**src/rtl/audio_tx_pkg.sv**
```systemverilog
// Shared constants and the internal framing configuration bundle of the
// serial audio transmitter. Assumes a power-of-two sample word width.
package audio_tx_pkg;
    localparam int unsigned WORD_W = 32;
    localparam int unsigned BIDX_W = $clog2(WORD_W);

    typedef struct packed {
        logic [BIDX_W-1:0] frame_words;  // words per frame minus one
        logic [BIDX_W-1:0] sync_len;     // sync slots minus one
        logic [BIDX_W-1:0] first_bit;    // entry bit sent first
        logic [BIDX_W-1:0] w0_bits;      // word 0 width minus one
        logic [BIDX_W-1:0] wn_bits;      // other word width minus one
        logic              fs_early;     // sync one slot ahead
        logic              msb_first;    // bit index steps downward
    } frame_cfg_t;
endpackage

```
**src/rtl/atx_fifo.sv**
```systemverilog
// Transmit sample FIFO: DEPTH words of W bits, combinational read of the
// oldest word. Writes while full are dropped; pop is only requested when
// not empty; flush empties it in one cycle. DEPTH must be a power of two.
module atx_fifo #(
    parameter int unsigned W     = 32,
    parameter int unsigned DEPTH = 32
) (
    input  logic                         clk,
    input  logic                         rst_n,
    input  logic                         push,
    input  logic [W-1:0]                 wdata,
    input  logic                         pop,
    input  logic                         flush,
    output logic [W-1:0]                 rdata,
    output logic [$clog2(DEPTH+1)-1:0]   level,
    output logic                         full,
    output logic                         empty
);
    localparam int unsigned AW    = $clog2(DEPTH);
    localparam int unsigned LVL_W = $clog2(DEPTH+1);

    logic [W-1:0]  mem [DEPTH];
    logic [AW-1:0] wp, rp;
    logic          push_ok, pop_ok;

    assign full    = (level == LVL_W'(DEPTH));
    assign empty   = (level == '0);
    assign push_ok = push && !full;
    assign pop_ok  = pop && !empty;
    assign rdata   = mem[rp];

    // Storage write: no reset needed, contents qualified by level.
    always_ff @(posedge clk) begin
        if (push_ok) mem[wp] <= wdata;
    end

    // Pointer and fill-level upkeep, flush has priority.
    always_ff @(posedge clk) begin
        if (!rst_n || flush) begin
            wp    <= '0;
            rp    <= '0;
            level <= '0;
        end else begin
            wp    <= wp + AW'(push_ok);
            rp    <= rp + AW'(pop_ok);
            level <= level + LVL_W'(push_ok) - LVL_W'(pop_ok);
        end
    end
endmodule

```
**src/rtl/atx_bclk_gen.sv**
```systemverilog
// Bit clock divider: while run is high the internal clock toggles every
// div+1 master cycles. drive_tick marks the cycle whose edge brings the
// internal clock low, which is where the framer launches the next slot.
// When run is low the clock parks low and the count restarts.
module atx_bclk_gen #(
    parameter int unsigned DIV_W = 8
) (
    input  logic             clk,
    input  logic             rst_n,
    input  logic             run,
    input  logic [DIV_W-1:0] div,
    output logic             bclk_int,
    output logic             drive_tick
);
    logic [DIV_W-1:0] dcnt;
    logic             terminal;

    assign terminal   = run && (dcnt == div);
    assign drive_tick = terminal && bclk_int;

    // Half-period counter and clock toggle.
    always_ff @(posedge clk) begin
        if (!rst_n || !run) begin
            dcnt     <= '0;
            bclk_int <= 1'b0;
        end else if (terminal) begin
            dcnt     <= '0;
            bclk_int <= ~bclk_int;
        end else begin
            dcnt     <= dcnt + 1'b1;
        end
    end
endmodule

```
**src/rtl/atx_framer.sv**
```systemverilog
// Slot engine: on each drive tick it decides what the next bit slot
// carries (lead slot, first bit of a word, next bit, or stop), pops FIFO
// words, produces serial data and raw (active-high) sync, detects
// underrun and requests a flush when it stops. Assumes cfg is static
// while busy.
module atx_framer
    import audio_tx_pkg::*;
(
    input  logic              clk,
    input  logic              rst_n,
    input  logic              tick,
    input  logic              tx_en,
    input  frame_cfg_t        cfg,
    input  logic              fifo_empty,
    input  logic [WORD_W-1:0] fifo_rdata,
    output logic              fifo_pop,
    output logic              fifo_flush,
    output logic              underrun,
    output logic              busy,
    output logic              sd,
    output logic              sync
);
    localparam int unsigned POS_W = BIDX_W + 1;

    logic              lead, starve;
    logic [BIDX_W-1:0] wi, bcnt, idx;
    logic [POS_W-1:0]  pos;
    logic [WORD_W-1:0] word;

    logic              do_lead, do_word, do_bit, do_stop, frame_start;
    logic [BIDX_W-1:0] nxt_wi, slot_wi, nxt_bcnt, first_step, idx_step;
    logic [POS_W-1:0]  pos_n;
    logic              starve_n, slot_last, sync_n;

    // Next-slot decision taken at a drive tick.
    always_comb begin
        do_lead     = 1'b0;
        do_word     = 1'b0;
        do_bit      = 1'b0;
        do_stop     = 1'b0;
        frame_start = 1'b0;
        if (tick) begin
            if (!busy) begin
                if (tx_en) begin
                    if (cfg.fs_early) begin
                        do_lead = 1'b1;
                    end else begin
                        do_word     = 1'b1;
                        frame_start = 1'b1;
                    end
                end
            end else if (lead) begin
                do_word     = 1'b1;
                frame_start = 1'b1;
            end else if (bcnt != '0) begin
                do_bit = 1'b1;
            end else if (wi != cfg.frame_words) begin
                do_word = 1'b1;
            end else if (tx_en) begin
                do_word     = 1'b1;
                frame_start = 1'b1;
            end else begin
                do_stop = 1'b1;
            end
        end
    end

    // Slot bookkeeping for the slot being launched.
    always_comb begin
        nxt_wi     = frame_start ? '0 : wi + 1'b1;
        slot_wi    = do_word ? nxt_wi : wi;
        nxt_bcnt   = do_word ? ((nxt_wi == '0) ? cfg.w0_bits : cfg.wn_bits)
                             : bcnt - 1'b1;
        pos_n      = frame_start ? '0
                   : ((pos == {POS_W{1'b1}}) ? pos : pos + 1'b1);
        starve_n   = frame_start ? 1'b0 : starve;
        fifo_pop   = do_word && !starve_n && !fifo_empty;
        underrun   = do_word && !starve_n && fifo_empty;
        fifo_flush = do_stop;
        slot_last  = (slot_wi == cfg.frame_words) && (nxt_bcnt == '0);
        sync_n     = cfg.fs_early
                   ? ((pos_n < POS_W'(cfg.sync_len)) || (slot_last && tx_en))
                   : (pos_n <= POS_W'(cfg.sync_len));
        first_step = cfg.msb_first ? cfg.first_bit - 1'b1 : cfg.first_bit + 1'b1;
        idx_step   = cfg.msb_first ? idx - 1'b1 : idx + 1'b1;
    end

    // Slot state and registered pin values, updated on drive ticks only.
    always_ff @(posedge clk) begin
        if (!rst_n) begin
            busy   <= 1'b0;
            lead   <= 1'b0;
            starve <= 1'b0;
            wi     <= '0;
            bcnt   <= '0;
            idx    <= '0;
            pos    <= '0;
            word   <= '0;
            sd     <= 1'b0;
            sync   <= 1'b0;
        end else if (do_lead) begin
            busy <= 1'b1;
            lead <= 1'b1;
            sd   <= 1'b0;
            sync <= 1'b1;
        end else if (do_word) begin
            busy   <= 1'b1;
            lead   <= 1'b0;
            wi     <= nxt_wi;
            bcnt   <= nxt_bcnt;
            pos    <= pos_n;
            starve <= starve_n || underrun;
            sync   <= sync_n;
            idx    <= first_step;
            if (fifo_pop) begin
                word <= fifo_rdata;
                sd   <= fifo_rdata[cfg.first_bit];
            end else begin
                sd   <= 1'b0;
            end
        end else if (do_bit) begin
            bcnt <= nxt_bcnt;
            pos  <= pos_n;
            sync <= sync_n;
            idx  <= idx_step;
            sd   <= starve ? 1'b0 : word[idx];
        end else if (do_stop) begin
            busy <= 1'b0;
            sd   <= 1'b0;
            sync <= 1'b0;
        end
    end
endmodule

```
**src/rtl/audio_tx_port.sv**
```systemverilog
// Serial audio transmitter top: FIFO, bit clock divider and slot engine,
// plus the FIFO request, the sticky underrun flag and pin polarities.
// Assumes the cfg_* inputs are stable while tx_en is set or a frame runs.
module audio_tx_port
    import audio_tx_pkg::*;
#(
    parameter int unsigned FIFO_DEPTH = 32,
    parameter int unsigned DIV_W      = 8
) (
    input  logic              clk,
    input  logic              rst_n,
    input  logic              tx_en,
    input  logic              bclk_en,
    input  logic              req_en,
    input  logic              err_irq_en,
    input  logic [DIV_W-1:0]  cfg_div,
    input  logic              cfg_bclk_inv,
    input  logic [BIDX_W-1:0] cfg_frame_words,
    input  logic [BIDX_W-1:0] cfg_sync_len,
    input  logic              cfg_fs_inv,
    input  logic              cfg_fs_early,
    input  logic              cfg_msb_first,
    input  logic [BIDX_W-1:0] cfg_first_bit,
    input  logic [BIDX_W-1:0] cfg_w0_bits,
    input  logic [BIDX_W-1:0] cfg_wn_bits,
    input  logic [BIDX_W-1:0] cfg_watermark,
    input  logic              wr_en,
    input  logic [WORD_W-1:0] wr_data,
    input  logic              err_clr,
    output logic              fifo_full,
    output logic              dma_req,
    output logic              err_flag,
    output logic              irq,
    output logic              bclk_o,
    output logic              fs_o,
    output logic              sd_o
);
    localparam int unsigned LVL_W = $clog2(FIFO_DEPTH+1);

    frame_cfg_t        fcfg;
    logic [WORD_W-1:0] fifo_rdata;
    logic [LVL_W-1:0]  fifo_level;
    logic              fifo_empty, fifo_pop, fifo_flush;
    logic              underrun, busy, sync_raw;
    logic              bclk_int, drive_tick, bclk_run;

    assign fcfg = '{frame_words: cfg_frame_words, sync_len: cfg_sync_len,
                    first_bit: cfg_first_bit, w0_bits: cfg_w0_bits,
                    wn_bits: cfg_wn_bits, fs_early: cfg_fs_early,
                    msb_first: cfg_msb_first};

    assign bclk_run = bclk_en || busy;
    assign bclk_o   = bclk_int ^ cfg_bclk_inv;
    assign fs_o     = sync_raw ^ cfg_fs_inv;
    assign dma_req  = req_en && (fifo_level <= LVL_W'(cfg_watermark));
    assign irq      = err_flag && err_irq_en;

    atx_fifo #(.W(WORD_W), .DEPTH(FIFO_DEPTH)) u_fifo (
        .clk(clk), .rst_n(rst_n), .push(wr_en), .wdata(wr_data),
        .pop(fifo_pop), .flush(fifo_flush), .rdata(fifo_rdata),
        .level(fifo_level), .full(fifo_full), .empty(fifo_empty)
    );

    atx_bclk_gen #(.DIV_W(DIV_W)) u_bclk (
        .clk(clk), .rst_n(rst_n), .run(bclk_run), .div(cfg_div),
        .bclk_int(bclk_int), .drive_tick(drive_tick)
    );

    atx_framer u_framer (
        .clk(clk), .rst_n(rst_n), .tick(drive_tick), .tx_en(tx_en),
        .cfg(fcfg), .fifo_empty(fifo_empty), .fifo_rdata(fifo_rdata),
        .fifo_pop(fifo_pop), .fifo_flush(fifo_flush), .underrun(underrun),
        .busy(busy), .sd(sd_o), .sync(sync_raw)
    );

    // Sticky underrun flag, new underrun wins over clear.
    always_ff @(posedge clk) begin
        if (!rst_n)        err_flag <= 1'b0;
        else if (underrun) err_flag <= 1'b1;
        else if (err_clr)  err_flag <= 1'b0;
    end
endmodule

```
**config.mk**
```make
export PLATFORM = sky130hd
export DESIGN_NAME = audio_tx_port
export DESIGN_NICKNAME = d
export VERILOG_FILES = /design/src/rtl/audio_tx_pkg.sv /design/src/rtl/atx_fifo.sv /design/src/rtl/atx_bclk_gen.sv /design/src/rtl/atx_framer.sv /design/src/rtl/audio_tx_port.sv
export SDC_FILE = /design/constraint.sdc
export NUM_CORES = 1
export LEC_CHECK = 0
export CAP_MARGIN = 20
export CORE_MARGIN = 2
export CORE_UTILIZATION = 54
export CTS_BUF_LIST = sky130_fd_sc_hd__clkbuf_2 sky130_fd_sc_hd__clkbuf_4 sky130_fd_sc_hd__clkbuf_8
export CTS_CLUSTER_DIAMETER = 60
export DETAILED_ROUTE_END_ITERATION = 8
export GPL_TIMING_DRIVEN = 0
export PLACE_DENSITY_LB_ADDON = 0.25
export SYNTH_ARGS = -nofsm -noshare
export SYNTH_HDL_FRONTEND = slang
export SYNTH_SLANG_ARGS = --single-unit
```
**constraint.sdc**
```tcl
create_clock -name clk -period 3.7 [get_ports clk]
set_input_delay 0.74 -clock clk [delete_from_list [all_inputs] [get_ports clk]]
set_output_delay 0.74 -clock clk [all_outputs]
set_load 0.005 [all_outputs]
```
==> impl_metrics.py, run 1 <==
metrics = {
    "status": {
        "status": "finished, violations left",
        "violations": "negative setup slack",
    },
    "sta": {
        "skew_ns": 0.03874,
        "hold_viol_final": 0,
        "fin_hold_ws_ns": 0.4688,
        "timing.slew.headroom": 0.1980,
        "drv_slew": 0,
        "worst_pin_slew_ns": 1.203,
        "setup_viol": 1,
        "fmax_mhz": 265.2,
        "finalCritPeriodShare": 1.019,
        "layout_min_cycle_time_ns": 3.771,
        "worst_slack_ns": -0.07063,
    },
    "yosys": {
        "synth.avg_cell_area_sq_um": 18.34,
        "netlist_instances": 2431,
        "synth_simple_gate_area_frac": 0.04131,
        "synth_compound_area_frac": 0.05595,
        "yosysTopAreaCell": "edfxtp_1",
        "synth.most_common_cell": "edfxtp_1",
        "synth_top_area_frac": 0.6896,
        "synth.distinct_cells": 77,
        "synth_xor_area_frac": 0.008643,
        "synth_top_family_by_area": "multiplexers",
        "ys_warn_count": 0,
        "synth-edff-count": 1024,
        "synthAdderAreaFrac": 0.009597,
        "muxShareOfSynthArea": 0.1365,
        "ys_top_cells_by_area": "edfxtp_1 (69%), mux4_2 (10%), dfxtp_1 (3.8%)",
        "synth_ff_type": "edfxtp_1",
        "yosysSeqAreaShare": 0.7274,
        "synth_seq_cells": 1108,
        "synthesis.area_sq_um": 44590,
        "async_reset_ff_frac": 0,
        "synth_commonest_cells": "edfxtp_1 (1024), mux4_2 (205), mux2i_1 (139), nand2_1 (125), nor2_1 (96)",
        "syn_nets": 2546,
    },
    "critical_path": {
        "crit_path_start_kind": "register",
        "slowest_stage": "a2111oi_1",
        "cp_max_fo": 10,
        "crit_path_end_kind": "register",
        "crit_chain": "buf_2 > buf_1 > mux4_2 > a2111oi_1 > a31o_2 > a22oi_1 > o32ai_1 > o31a_1 > o31ai_1",
        "crit_arrival_ns": 4.47,
        "required_ns": 4.40,
        "crit_type": "register to register",
        "slowest_delay_ns": 0.83,
    },
    "routing": {
        "drt-pass1-iter-count": 5,
        "drt_iter0_markers": 3849,
        "viasPerCell": 6.627,
        "wl_per_cell_um": 34.39,
        "wl_um": 137300,
        "drc": 0,
        "vias": 26456,
        "ant_nets": 0,
    },
    "power_and_ir_drop": {
        "irDropWorstVdd_v": 0.0003974,
        "power_mw": 25.81,
        "power.density_nw_per_um2": 492.2,
        "power_leakage_nw": 16.78,
    },
    "job": {
        "maxCapViolCount": 0,
    },
    "clock_tree": {
        "cts.sinks": 1108,
        "htreeDepth": 4,
        "cts_made_buffers": 171,
        "cts_tree": "built",
        "clkTransAtPathRegs_ns": 0.06,
        "clock_path_buffers": 3,
        "clock-root-buffer": "clkbuf_8",
        "clk_latency_ns": 0.85,
    },
    "placed_design": {
        "placed_area_sq_um": 48280,
        "io_buffers": 85,
        "gp_congestion": 0.9231,
        "hpwl_um": 88470,
        "pre_cts_ws_ns": -1.159,
    },
    "die": {
        "die_y_um": 291.4,
        "fp-row-count": 105,
        "coreArea_sq_um": 81980,
        "initial_core_util": 0.5439,
        "dieArea_sq_um": 84880,
        "die_x_um": 291.4,
        "ios": 89,
    },
    "grt": {
        "grt_max_degree": 33,
        "overflow": 0,
        "antenna_found_initial": 5,
        "grt_use_total": 0.3226,
        "grt_pass1_vias": 25821,
        "grt_pass1_wl_um": 189600,
    },
    "finish": {
        "layout-drive-gt1-share": 0.2501,
        "ff_latch_area_sq_um": 32430,
        "fillers": 5478,
        "fin_area_sq_um": 52450,
        "areaGrowthSynthToFinish_pct": 17.64,
        "final_nets": 2900,
        "post-route-util": 0.6398,
        "multiInputGateArea_sq_um": 11540,
    },
    "worst_hold_path": {
        "hold_class": "input pin to register",
    },
}
[worst paths after layout]
kind	from	to	slack, ns	depth (start not counted)
setup / recovery	u_fifo.rp[2]	u_framer.sd	-0.07	9
hold / removal	tx_en	u_framer.busy	0.47	3
setup reg to reg	u_fifo.rp[2]	u_framer.sd	-0.07	9
hold reg to reg	u_framer.word[24]	u_framer.word[24]	0.48	2
[kinds of logic after synthesis]
group | after synthesis
XOR/XNOR | 44
AO/OA/AOI/OAI | 346
multiplexers | 351
flip-flops | 1108
adder cells (fa/ha/maj) | 33
buffers and inverters | 175
AND/OR/NAND/NOR | 374
[area by class of cell]
| class | instances | area share |
|---|---|---|
| clock buffers | 231 | 0.05465 |
| well taps | 1070 | 0.02552 |
| diodes | 3 | 0.0001431 |
| flip-flops and latches | 1108 | 0.6183 |
| inverters | 40 | 0.002863 |
| repair buffers | 182 | 0.05069 |
| multi-input cells | 1148 | 0.2201 |
| plain buffers | 134 | 0.01541 |
| clock inverters | 76 | 0.01231 |
[where the power goes]
part | internal (mW) | switching, mW | leakage [nW]
Combinational | 0.485 | 0.862 | 5.04
Clock | 5.75 | 4.79 | 1.84
Sequential | 13.9 | 0.0544 | 9.90
Total | 20.1 | 5.71 | 16.8
[through the flow]
step | setup TNS [ns] | std cells
floorplan | 0 | 2431
global route | -0.7036 | 3990
finish | -0.07063 | 3992
detailed placement | -64.19 | 3642
CTS | 0 | 3956
global placement | -2658.11 | 3586
[registers in the layout, indices dropped and copies added, names as in the netlist, 5 cells and up]
register / cells
u_fifo.mem: 1024
u_framer.word: 32
u_bclk.dcnt: 8
u_fifo.level: 6
u_framer.pos: 6
u_fifo.rp: 5
u_fifo.wp: 5
u_framer.bcnt: 5
u_framer.idx: 5
u_framer.wi: 5
[metal layers]
metal | track usage | up-vias | routed length, um
met5 | 0 | - | 49
li1 | - | 10593 | -
met1 | 0.4290 | 13578 | 49340
met4 | 0.1258 | 8 | 5796
met3 | 0.09918 | 319 | 18160
met2 | 0.5030 | 1958 | 63930
[layout by cell type (no fill, tap or decap), drive strengths merged, types with 8 or more instances in the layout]
master / count
nor2: 96
edfxtp: 1024
clkinv: 56
a21boi: 21
a22o: 18
a211o: 12
nand3: 30
a22oi: 47
mux4: 205
inv: 46
and3: 9
o22ai: 10
xnor2: 23
bufinv: 10
o221ai: 44
o211ai: 8
dfxtp: 84
o21ai: 46
nor3: 12
a211oi: 14
ha: 31
nand3b: 11
mux2i: 139
nor2b: 21
a21oi: 65
buf: 174
clkdlybuf4s50: 85
and2: 36
xor2: 21
nand2: 125
clkbuf: 288
[worst max-delay path, delay by kind of cell, from the launching register on]
kind	cells	cell delay, ns
buffers and inverters	2	1.15
AOI/OAI and AO/OA	6	1.70
muxes	1	0.42
DFF	1	0.33
[repair_timing]
action	CTS	global route
endpoints found under the setup margin	51	171
endpoints found under the hold margin	0	0
hold buffers	0	0
pin swaps	4	13
buffers inserted	7	28
gates resized for setup	22	25
cloned	0	0
No activity file was read; power rests on OpenSTA's default activity.
==> run 2: changes to the inputs <==
PLACE_DENSITY_LB_ADDON = 0.1   (was 0.25)
==> impl_metrics.py, run 2 (same netlist as run 1, synthesis figures left out) <==
metrics = {
    "finish": {
        "largest_reg_flops": 1024,
        "multiInputGateArea_sq_um": 11530,
        "reg.largest.list": "u_fifo.mem (1024), u_framer.word (32), u_bclk.dcnt (8)",
        "final_cells": 3997,
        "layout-drive-gt1-share": 0.2519,
        "final_cell_mix": "edfxtp_1 (1024), mux4_2 (205), clkbuf_8 (188)",
        "ff_latch_area_sq_um": 32430,
        "areaGrowthSynthToFinish_pct": 17.61,
        "final_nets": 2905,
        "max_flop_register": "u_fifo.mem",
        "final_common_cell": "edfxtp_1",
        "post-route-util": 0.6397,
        "fillers": 5687,
    },
    "placed_design": {
        "dp_cells": 3654,
        "gp_congestion": 0.9328,
        "io_buffers": 85,
        "pre_cts_ws_ns": -1.154,
        "hpwl_um": 92870,
    },
    "routing": {
        "met2_length_um": 64630,
        "wl_um": 140200,
        "met1_length_um": 52870,
        "ant_nets": 0,
        "viasPerCell": 6.632,
        "wl_per_cell_um": 35.07,
        "drt-pass1-iter-count": 5,
        "dr_wl_met3_um": 16730,
        "drc": 0,
        "top_layer": "met5",
        "drt_iter0_markers": 4145,
        "vias": 26509,
    },
    "job": {
        "maxCapViolCount": 0,
    },
    "critical_path": {
        "crit_arrival_ns": 4.37,
        "slowest_stage": "o22ai_1",
        "r2r_cells": 12,
        "cp_max_fo": 10,
        "reg2reg_to": "u_framer.sd",
        "crit_type": "register to register",
        "slowest_delay_ns": 0.55,
        "rrSetupSlack_ns": 0.02,
        "crit_path_start_kind": "register",
        "crit_path_end_kind": "register",
        "required_ns": 4.39,
        "crit_chain": "buf_2 > buf_4 > buf_4 > buf_2 > mux4_2 > a22oi_1 > nand2_1 > o22ai_1 > nand2b_1 > o2111ai_1 > o2111ai_1 > o31ai_1",
        "rr_startpoint": "u_fifo.rp[1]",
    },
    "die": {
        "dieArea_sq_um": 84880,
        "coreArea_sq_um": 81980,
        "initial_core_util": 0.5439,
        "die_x_um": 291.4,
        "ios": 89,
        "fp-row-count": 105,
        "die_y_um": 291.4,
    },
    "clock_tree": {
        "clock_path_buffers": 3,
        "htreeDepth": 4,
        "clkTransAtPathRegs_ns": 0.06,
        "cts_tree": "built",
        "clock-root-buffer": "clkbuf_8",
        "clk_latency_ns": 0.83,
        "cts.sinks": 1108,
        "holdBufCountCts": 0,
        "cts_made_buffers": 174,
    },
    "worst_hold_path": {
        "hold_class": "register to register",
        "holdCritStartpoint": "u_framer.word[25]",
        "holdPathStages": 2,
        "hold_end": "u_framer.word[25]",
    },
    "grt": {
        "grt_pass1_vias": 25779,
        "antenna_found_initial": 5,
        "grt_max_degree": 33,
        "overflow": 0,
        "grt_use_total": 0.3313,
        "grt_pass1_wl_um": 193400,
    },
    "sta": {
        "worst_pin_slew_ns": 1.166,
        "skew_ns": 0.03759,
        "setup_viol": 0,
        "hold_viol_final": 0,
        "finalCritPeriodShare": 0.9949,
        "rsz0062_at_grt": "yes",
        "drv_slew": 0,
        "fmax_mhz": 271.7,
        "worst_slack_ns": 0.01893,
        "timing.slew.headroom": 0.2224,
        "layout_min_cycle_time_ns": 3.681,
        "fin_hold_ws_ns": 0.4665,
    },
    "power_and_ir_drop": {
        "power_leakage_nw": 16.81,
        "power_mw": 25.52,
        "power.density_nw_per_um2": 486.6,
        "irDropWorstVdd_v": 0.0002828,
    },
    "status": {
        "status": "completed",
    },
}
-- run 2: cell count changes in the layout (fill, tap and decap cells not counted), sizes merged, moves of 2 or more --
cell | previous run | this run
bufinv | 10 | 2
clkbuf | 288 | 311
clkinv | 56 | 49
clkinvlp | 4 | 1
diode | 3 | 1
inv | 46 | 49
-- run 2: worst max-delay path, delay by kind of cell, from the launching register on --
kind	cells	cell delay, ns
AO/OA/AOI/OAI	5	1.11
buffers and inverters	4	1.34
flip-flops	1	0.35
multiplexers	1	0.40
AND/OR/NAND/NOR	2	0.32
-- run 2: timing repair --
| item | 4_1_cts | 5_1_grt |
|---|---|---|
| pin swaps | 4 | 9 |
| resized for setup | 20 | 15 |
| endpoints found under the setup margin | 44 | 79 |
| cloned | 0 | 0 |
| setup buffers | 4 | 19 |
-- run 2: area by class of cell --
cell class | count | area share
repair buffers | 186 | 0.05218
diodes | 1 | 0.00004772
clock buffers | 251 | 0.05836
clock inverters | 61 | 0.007539
multi-input cells | 1148 | 0.2199
flip-flops and latches | 1108 | 0.6184
plain buffers | 132 | 0.01513
well taps | 1070 | 0.02553
inverters | 40 | 0.002863
-- run 2: power by group --
part / switching (mW) / internal, mW / total [mW]
clock network: 4.79 / 5.48 / 10.3
registers: 0.0544 / 13.9 / 13.9
logic: 0.838 / 0.476 / 1.31
total: 5.68 / 19.8 / 25.5
-- run 2: how the worst max path moves through the flow --
stage / start / endpoint / slack [ns]
floorplan: cfg_div[7] / u_fifo.level[4] / 0.13
global placement: wr_en / u_fifo.mem[20][14] / -3.27
detailed placement: cfg_div[2] / u_fifo.level[5] / -1.15
CTS: u_fifo.level[2] / u_fifo.mem[8][16] / 0.0009
global route: u_fifo.level[3] / u_fifo.mem[21][19] / -0.06
finish: u_fifo.rp[1] / u_framer.sd / 0.02
-- run 2: layer usage --
layer | track usage | vias to the layer above
met2 | 0.5054 | 1856
met3 | 0.07735 | 295
li1 | - | 10589
met1 | 0.4645 | 13765
met5 | 0 | -
met4 | 0.1385 | 4
-- run 2: through the flow --
step	setup TNS [ns]	cell area, sq um
final	0	52440
after global routing	-1.732	52440
after CTS	0	52040
after detailed placement	-66.66	48500
after global placement	-2811.20	46780
after floorplan	0	44590
